===== src/rtl/cstat_pkg.sv =====
package cstat_pkg;

    typedef enum logic [1:0] {
        RATE_44K1 = 2'b00,
        RATE_48K  = 2'b01,
        RATE_RSVD = 2'b10,
        RATE_32K  = 2'b11
    } rate_code_e;

    // Map the sample-rate field to the compact code; pro selects the field.
    function automatic rate_code_e map_rate(input logic       pro,
                                            input logic [1:0] pro_fld,
                                            input logic [3:0] con_fld);
        rate_code_e r;
        r = RATE_RSVD;
        if (pro) begin
            case (pro_fld)
                2'b01:   r = RATE_44K1;
                2'b10:   r = RATE_48K;
                2'b11:   r = RATE_32K;
                default: r = RATE_RSVD;
            endcase
        end else begin
            case (con_fld)
                4'b0000: r = RATE_44K1;
                4'b0010: r = RATE_48K;
                4'b0011: r = RATE_32K;
                default: r = RATE_RSVD;
            endcase
        end
        return r;
    endfunction

endpackage


===== src/rtl/cstat_seq.sv =====
module cstat_seq #(
    parameter int FRAMES_PER_BLOCK = 192,
    localparam int IDX_W = $clog2(FRAMES_PER_BLOCK)
) (
    input  logic             clk,
    input  logic             rst_n,
    input  logic             frame_stb,
    input  logic             block_stb,
    output logic             wr_en,
    output logic [IDX_W-1:0] wr_idx,
    output logic             latch,
    output logic             busy
);
    localparam logic [IDX_W-1:0] LAST_IDX = IDX_W'(FRAMES_PER_BLOCK - 1);

    typedef struct packed {
        logic             busy;
        logic [IDX_W-1:0] idx;
    } seq_state_t;

    seq_state_t st_d, st_q;
    logic [IDX_W-1:0] cur_idx;
    logic             active;
    logic             last;

    always_comb begin
        st_d    = st_q;
        cur_idx = block_stb ? '0 : st_q.idx;
        active  = frame_stb && (block_stb || st_q.busy);
        last    = active && (cur_idx == LAST_IDX);
        if (active) begin
            st_d.busy = !last;
            st_d.idx  = last ? '0 : cur_idx + 1'b1;
        end
    end

    always_ff @(posedge clk or negedge rst_n) begin
        if (!rst_n) st_q <= '0;
        else        st_q <= st_d;
    end

    assign wr_en  = active;
    assign wr_idx = cur_idx;
    assign latch  = last;
    assign busy   = st_q.busy;
endmodule


===== src/rtl/cstat_shadow.sv =====
module cstat_shadow #(
    parameter int BITS  = 32,
    parameter int IDX_W = 8,
    localparam int SEL_W = $clog2(BITS)
) (
    input  logic             clk,
    input  logic             rst_n,
    input  logic             wr_en,
    input  logic [IDX_W-1:0] wr_idx,
    input  logic             bit_in,
    output logic [BITS-1:0]  sh_next
);
    typedef struct packed {
        logic [BITS-1:0] sh;
    } sh_state_t;

    sh_state_t st_d, st_q;

    always_comb begin
        st_d = st_q;
        if (wr_en && (int'(wr_idx) < BITS))
            st_d.sh[wr_idx[SEL_W-1:0]] = bit_in;
    end

    always_ff @(posedge clk or negedge rst_n) begin
        if (!rst_n) st_q <= '0;
        else        st_q <= st_d;
    end

    // Next value feeds the visible latch so a bit arriving with the last frame lands.
    assign sh_next = st_d.sh;
endmodule


===== src/rtl/cstat_status.sv =====
module cstat_status
    import cstat_pkg::*;
#(
    parameter int BITS = 32
) (
    input  logic            stat_en,
    input  logic [BITS-1:0] vis_a,
    output logic            nonaudio,
    output logic [1:0]      rate
);
    rate_code_e code;

    always_comb begin
        code     = map_rate(vis_a[0], vis_a[7:6], vis_a[27:24]);
        nonaudio = stat_en & vis_a[1];
        rate     = stat_en ? code : 2'b00;
    end
endmodule


===== src/rtl/cstat_capture.sv =====
module cstat_capture #(
    parameter int FRAMES_PER_BLOCK = 192,
    parameter int CAPT_BYTES       = 4,
    localparam int CAPT_BITS = 8 * CAPT_BYTES,
    localparam int IDX_W     = $clog2(FRAMES_PER_BLOCK),
    localparam int NCH       = 2
) (
    input  logic                 clk,
    input  logic                 rst_n,
    input  logic                 frame_stb,
    input  logic                 block_stb,
    input  logic                 cs_bit_a,
    input  logic                 cs_bit_b,
    input  logic                 user_bit,
    input  logic                 stat_en,
    input  logic                 user_en,
    output logic [CAPT_BITS-1:0] cs_bytes_a,
    output logic [CAPT_BITS-1:0] cs_bytes_b,
    output logic                 capt_busy,
    output logic                 nonaudio_o,
    output logic [1:0]           rate_code_o,
    output logic                 user_o
);
    typedef struct packed {
        logic [NCH-1:0][CAPT_BITS-1:0] vis;
        logic                          user;
    } top_state_t;

    top_state_t st_d, st_q;

    logic             wr_en;
    logic [IDX_W-1:0] wr_idx;
    logic             latch;
    logic [NCH-1:0]   cs_bit;
    logic [NCH-1:0][CAPT_BITS-1:0] sh_next;

    assign cs_bit = {cs_bit_b, cs_bit_a};

    cstat_seq #(.FRAMES_PER_BLOCK(FRAMES_PER_BLOCK)) i_seq (
        .clk       (clk),
        .rst_n     (rst_n),
        .frame_stb (frame_stb),
        .block_stb (block_stb),
        .wr_en     (wr_en),
        .wr_idx    (wr_idx),
        .latch     (latch),
        .busy      (capt_busy)
    );

    for (genvar ch = 0; ch < NCH; ch++) begin : g_ch
        cstat_shadow #(.BITS(CAPT_BITS), .IDX_W(IDX_W)) i_shadow (
            .clk     (clk),
            .rst_n   (rst_n),
            .wr_en   (wr_en),
            .wr_idx  (wr_idx),
            .bit_in  (cs_bit[ch]),
            .sh_next (sh_next[ch])
        );
    end

    always_comb begin
        st_d      = st_q;
        st_d.user = user_en & user_bit;
        if (latch) st_d.vis = sh_next;
    end

    always_ff @(posedge clk or negedge rst_n) begin
        if (!rst_n) st_q <= '0;
        else        st_q <= st_d;
    end

    cstat_status #(.BITS(CAPT_BITS)) i_status (
        .stat_en  (stat_en),
        .vis_a    (st_q.vis[0]),
        .nonaudio (nonaudio_o),
        .rate     (rate_code_o)
    );

    assign cs_bytes_a = st_q.vis[0];
    assign cs_bytes_b = st_q.vis[1];
    assign user_o     = st_q.user;
endmodule


===== config.mk =====
export PLATFORM = sky130hd
export DESIGN_NAME = cstat_capture
export DESIGN_NICKNAME = d
export VERILOG_FILES = /design/src/rtl/cstat_pkg.sv /design/src/rtl/cstat_seq.sv /design/src/rtl/cstat_shadow.sv /design/src/rtl/cstat_status.sv /design/src/rtl/cstat_capture.sv
export SDC_FILE = /design/constraint.sdc
export NUM_CORES = 1
export LEC_CHECK = 0
export BUFFER_PORTS_ARGS = -buffer_cell sky130_fd_sc_hd__buf_4
export CAP_MARGIN = 20
export CORE_ASPECT_RATIO = 1.1
export CORE_UTILIZATION = 25
export CTS_CLUSTER_SIZE = 8
export DETAILED_ROUTE_END_ITERATION = 6
export HOLD_SLACK_MARGIN = 0.15
export SYNTH_ARGS = -nofsm -noshare
export SYNTH_HDL_FRONTEND = slang
export SYNTH_HIERARCHICAL = 1
export SYNTH_SLANG_ARGS = --single-unit

===== constraint.sdc =====
create_clock -name clk -period 2.9 [get_ports clk]
set_input_delay 0.145 -clock clk [delete_from_list [all_inputs] [get_ports clk]]
set_output_delay 0.145 -clock clk [all_outputs]
set_load 0.1 [all_outputs]

Word-level counts from Yosys, hierarchy flattened
Cells that the tools add are included.
Operators by class
  bitwise gates (word level): 2
  reductions and logical operators: 7
  equal/unequal tests: 6
  magnitude comparators: 3
  $add $sub $neg: 1
  multiplexer cells: 12
Operators by type and width (count)
  bitwise mux 32 bit: 2
  two-way mux 32 bit: 2
  two-way mux 8 bit: 2
  one-hot mux 2 bit (3 select lines): 2
  adder 8 x 1 -> 8 bit, second input constant: 1
  equality test 4 x 2 -> 1 bit, second input constant: 2
  equality test 8 bit, second input constant: 1
  less-than comparator 8 x 6 -> 1 bit, second input constant: 1
  less-than comparator 5 x 6 -> 1 bit, second input constant: 1
  demux 1 bit (select 5 bit): 1
  >= comparator 5 x 1 -> 1 bit, second input constant: 1
  equality test 2 bit, second input constant: 2
  logical AND 1 bit: 4
  logical NOT 4 bit: 1
  two-way mux 2 bit: 2
  bitwise AND 1 bit: 2
  equality test 2 x 1 -> 1 bit, second input constant: 1
  logical NOT 1 bit: 1
  logical OR 1 bit: 1
  two-way mux 1 bit: 1
Word-level totals
  input port bits: 9
  logic and storage cells: 38
  output and inout port bits: 69
  register bits: 138

Logic depth before layout (Yosys ltp)
  word-level depth: 7
  mapped depth: 9

Hierarchy
Netlist, hierarchy kept.
By module, submodules not included
  cstat_capture: times used 1, area each 2710.1 µm², cells each 137
  cstat_shadow at g_ch[0].i_shadow: times used 1, area each 1561.5 µm², cells each 129
  cstat_shadow at g_ch[1].i_shadow: times used 1, area each 1556.5 µm², cells each 129
  cstat_seq: times used 1, area each 588.1 µm², cells each 62
  cstat_status: times used 1, area each 77.6 µm², cells each 10

Worst setup path after synthesis
Ideal clock, no wire load.
  path kind: register to output
  start point: register st_q, in the netlist cs_bytes_a[25]
  end point: output rate_code_o[0]
  required time: 2.755 ns
  arrival: 2.812 ns
  slack: -0.057 ns
  cell stages (with the launch flop): 3
  path buffers: 0
  cell sequence: dfrtp_1 or4b_1 a21boi_1
Between the ends
  word-level cells in the longest chain between the ends: 4
  elaborated cells between the ends (all ways): 6
  those cells by class: 2 x eq/ne; 3 x mux; 1 x reduce/logical
RTL lines
  from (decl): RTL line cstat_capture.sv:29  | top_state_t st_d, st_q;
  from (signal assigned): RTL line cstat_capture.sv:69  | else st_q <= st_d;
  equality test 4 x 2 -> 1 bit or logical NOT 4 bit (tied branches): RTL line cstat_pkg.sv:24  | case (con_fld)
  one-hot mux 2 bit (3 select lines) (*): RTL line cstat_pkg.sv:24
  two-way mux 2 bit (*): RTL line cstat_pkg.sv:16  | if (pro) begin
  two-way mux 2 bit (*): RTL line cstat_status.sv:16  | rate = stat_en ? code : 2'b00;
  to (decl): RTL line cstat_capture.sv:21  | output logic [1:0] rate_code_o,
Every way passes the cells marked *; elsewhere a longest branch is shown, timed or not.

Final worst setup path
  start point: input block_stb
  end point: register st_q, in the netlist cs_bytes_a[31]
Between the ends
  elaborated cells between the ends (all ways): 14
  those cells by class: 3 x order compare; 1 x eq/ne; 5 x mux; 5 x reduce/logical
RTL lines
  from (decl): RTL line cstat_capture.sv:11  | input logic block_stb,
  two-way mux 8 bit: RTL line cstat_seq.sv:28  | cur_idx = block_stb ? '0 : st_q.idx;
  net wr_idx[0]: RTL line cstat_capture.sv:32  | logic [IDX_W-1:0] wr_idx;
  equality test 8 bit: RTL line cstat_seq.sv:30  | last = active && (cur_idx == LAST_IDX);
  logical AND 1 bit: RTL line cstat_seq.sv:30
  net latch: RTL line cstat_capture.sv:33  | logic latch;
The timed path passes the listed nets, and every way through them passes these cells.
A chain may end at the register's enable or synchronous reset.

==> results.toml <==
[setup_path]
required_ns = 3.20
crit_type = "in2reg"
r2r-start = "i_seq/st_q[0]$_DFFE_PN0P_"
cp-start-kind = "input pin"
cp_max_fo = 40
cp-end-kind = "flop"
crit_path_start = "block_stb"
crit_arrival_ns = 3.03

[yosys]
ys_warn_count = 6
synth_seq_cells = 138
yosysMostFrequentCell = "dfrtp_1"
ys_seq_area_share_pct = 53.18
async_reset_ff_share_pct = 100.0
avgSynthCellArea_sq_um = 13.91
netlist_area_sq_mm = 0.006494
yosys.area.top_type = "dfrtp_1"
synth_top_area_share_pct = 53.18
synth_commonest_cells = "138 x dfrtp_1, 60 x mux2_4, 42 x mux2_2, 35 x nand3_1, 28 x nor3_1"
synth_cells = 467
synth_nets = 479
synth_flop_cell = "dfrtp_1"
synth-edff-count = 0
synthDistinctLibCells = 45
yosys-top-cells-area = "dfrtp_1 53%, mux2_4 14%, mux2_2 7.3%"

[sta]
fin_worst_skew_ns = 0.008293
period_needed_ns = 2.733
max_freq_mhz = 365.9
final_hold_viol_count = 0
tightest_slew_ns = 0.8387
slew_headroom_pct = 43.62
rsz0062_at_grt = "no"
finalSetupTns_ns = 0
maxSlewViolCount = 0
setup_violations = 0
finalCritPeriodShare_pct = 94.25
fin_ws_ns = 0.1668

[power]
leakage_nw = 3.811
vdd_drop_max_v = 0.0003748
clkPwrFrac_pct = 43.1
finalPower_w = 0.004566
swShare_pct = 25.22
p_seq_share_pct = 45.8
p_per_area_mw_per_mm2 = 567.9
pwr-share-comb_pct = 11.1
power_switching_w = 0.001152
p_int_w = 0.003414

[hold_path]
hold_class = "in2reg"
holdCritStartpoint = "cs_bit_a"

[clock_tree]
cts_tree = "done"
clk_pin_slew_ns = 0.06
clk_path_buf_depth = 2
clk_latency_ns = 0.42
h-tree-depth = 4
cts.sinks = 138
cts_made_buffers = 17
postCtsSetupBuffers = 0
clockRootBuffer = "clkbuf_16"

[routing]
drt-total-wl_um = 13650
drt_iter0_drc = 155
ant_nets = 0
routedWlPerCell_um = 14.97
dr.pass1.iters = 4
vias = 3960
via_per_inst = 4.342
drcViolationCount = 0

[floorplanning]
start_util_pct = 25.55
rows = 61
coreArea_sq_mm = 0.02542
ios = 78
die_h_um = 171.0
die_x_um = 155.7
die_area_sq_mm = 0.02662

[layout]
area_growth_pct = 23.82
final_core_util_pct = 31.63
drive_gt1_share_pct = 44.52
diodes = 0
fin_cells = 912
finalNetCount = 566

[global_routing]
antenna_found_initial = 0
grt_overflow = 0
track_usage_pct = 11.01
grt-busiest-layer = "met2"
met2_usage_pct = 16.94
grt_pass1_vias = 4006
grtUsageMet3_pct = 2.862
grt_pass1_wl_um = 22370
grt_max_degree = 88
met1_usage_pct = 14.95

[placed_design]
place_congestion = 0.7799
dpl.cell_count = 874
hpwl_um = 9026
portBuffers = 77
pre_cts_ws_ns = 0.1946

[run_status]
status = "completed"

[flow_run]
cap_violations = 0
power by group through the flow:
stage	sequential [W]	combinational (W)	clock, W
4_1_cts	0.00209	0.000508	0.00203
3_5_place_dp	0.00213	0.000501	0
6_report	0.00209	0.000506	0.00197
3_3_place_gp	0.00212	0.000496	0
5_1_grt	0.00210	0.000561	0.00212
2_1_floorplan	0.00213	0.000324	0
state kept, by name, indices dropped and copies added (netlist names):
register,count
user_o,1
g_ch.i_shadow/st_q,64
cs_bytes_a,32
i_seq/busy,1
i_seq/st_q,8
cs_bytes_b,32
per-stage QoR:
step | instance area [sq um] | hold slack [ns]
floorplan | 6497 | -0.1506
global placement | 7443 | 0.2783
detailed placement | 7443 | 0.2781
CTS | 8023 | 0.2433
global route | 8040 | 0.2628
finish | 8040 | 0.2509
worst paths after layout:
check / endpoint / cells after the start / slack, ns
worst max-delay path: cs_bytes_a[31]$_DFFE_PN0P_ / 9 / 0.17
worst min-delay path: g_ch[0].i_shadow/st_q[19]$_DFF_PN0_ / 2 / 0.25
worst max register to register: cs_bytes_a[31]$_DFFE_PN0P_ / 7 / 0.25
worst min register to register: g_ch[1].i_shadow/st_q[27]$_DFF_PN0_ / 1 / 0.48
max in group asynchronous: g_ch[1].i_shadow/st_q[25]$_DFF_PN0_ / 3 / 1.79
min in group asynchronous: cs_bytes_a[1]$_DFFE_PN0P_ / 2 / 0.34
timing repair:
action | in CTS | in global routing
hold buffers | 5 | 0
endpoints found under the setup margin | 0 | 3
gates resized for setup | 0 | 1
endpoints found under the hold margin | 90 | 0
final cells by class:
| class | count | area (sq um) |
|---|---|---|
| Fill cell | 2549 | 17380 |
| Sequential cell | 138 | 3453 |
| Multi-Input combinational cell | 293 | 2813 |
| Timing Repair Buffer | 98 | 789.5 |
| Clock buffer | 22 | 454.2 |
| Tap cell | 346 | 432.9 |
| Clock inverter | 9 | 75.07 |
| Inverter | 6 | 22.52 |
layer usage:
| metal | part of all wire (%) | routed length (um) |
|---|---|---|
| met5 | 0 | 0 |
| met4 | 0.67 | 91 |
| met3 | 3.6 | 493 |
| met2 | 47 | 6422 |
| met1 | 49 | 6642 |
critical path, stage by stage:
cell	delay, ns
dlygate4sd3_1	0.55
buf_4	0.19
nor2b_1	0.35
ha_1	0.31
nand4b_4	0.15
or2_1	0.31
nor4_4	0.29
buf_12	0.35
mux2_2	0.37
cell families (layout without fill, tap and decap cells):
logic type	count (synthesis)	count (layout)	share of synthesized area, %
AND/OR/NAND/NOR	144	144	14.43
multiplexers	128	128	25.66
adder cells (fa/ha/maj)	3	3	0.5781
XOR/XNOR	3	3	0.4047
AO/OA/AOI/OAI	15	15	1.927
flip-flops	138	138	53.18
buffers and inverters	36	135	3.815
cells in the final DEF, fill, tap and decap left out, types with 3 or more instances in the layout:
cell and instances:
or4b_1 3, buf_4 89, mux2_4 60, o21ai_0 6, inv_1 4, nor2_1 4
clkbuf_1 4, mux2_1 26, nor3b_1 6, nand2_1 13, nor2b_2 3, mux2_2 42
clkinv_2 6, and3_1 3, dfrtp_1 138, or3b_2 6, clkbuf_16 17, buf_12 3
nor2b_1 5, and3b_1 6, nor3_2 7, dlygate4sd3_1 5, ha_1 3, nor3_1 28
or4_1 3, nand3_1 35, nand3b_1 6, nand2b_1 3
Power figures use the tool's default switching activity.
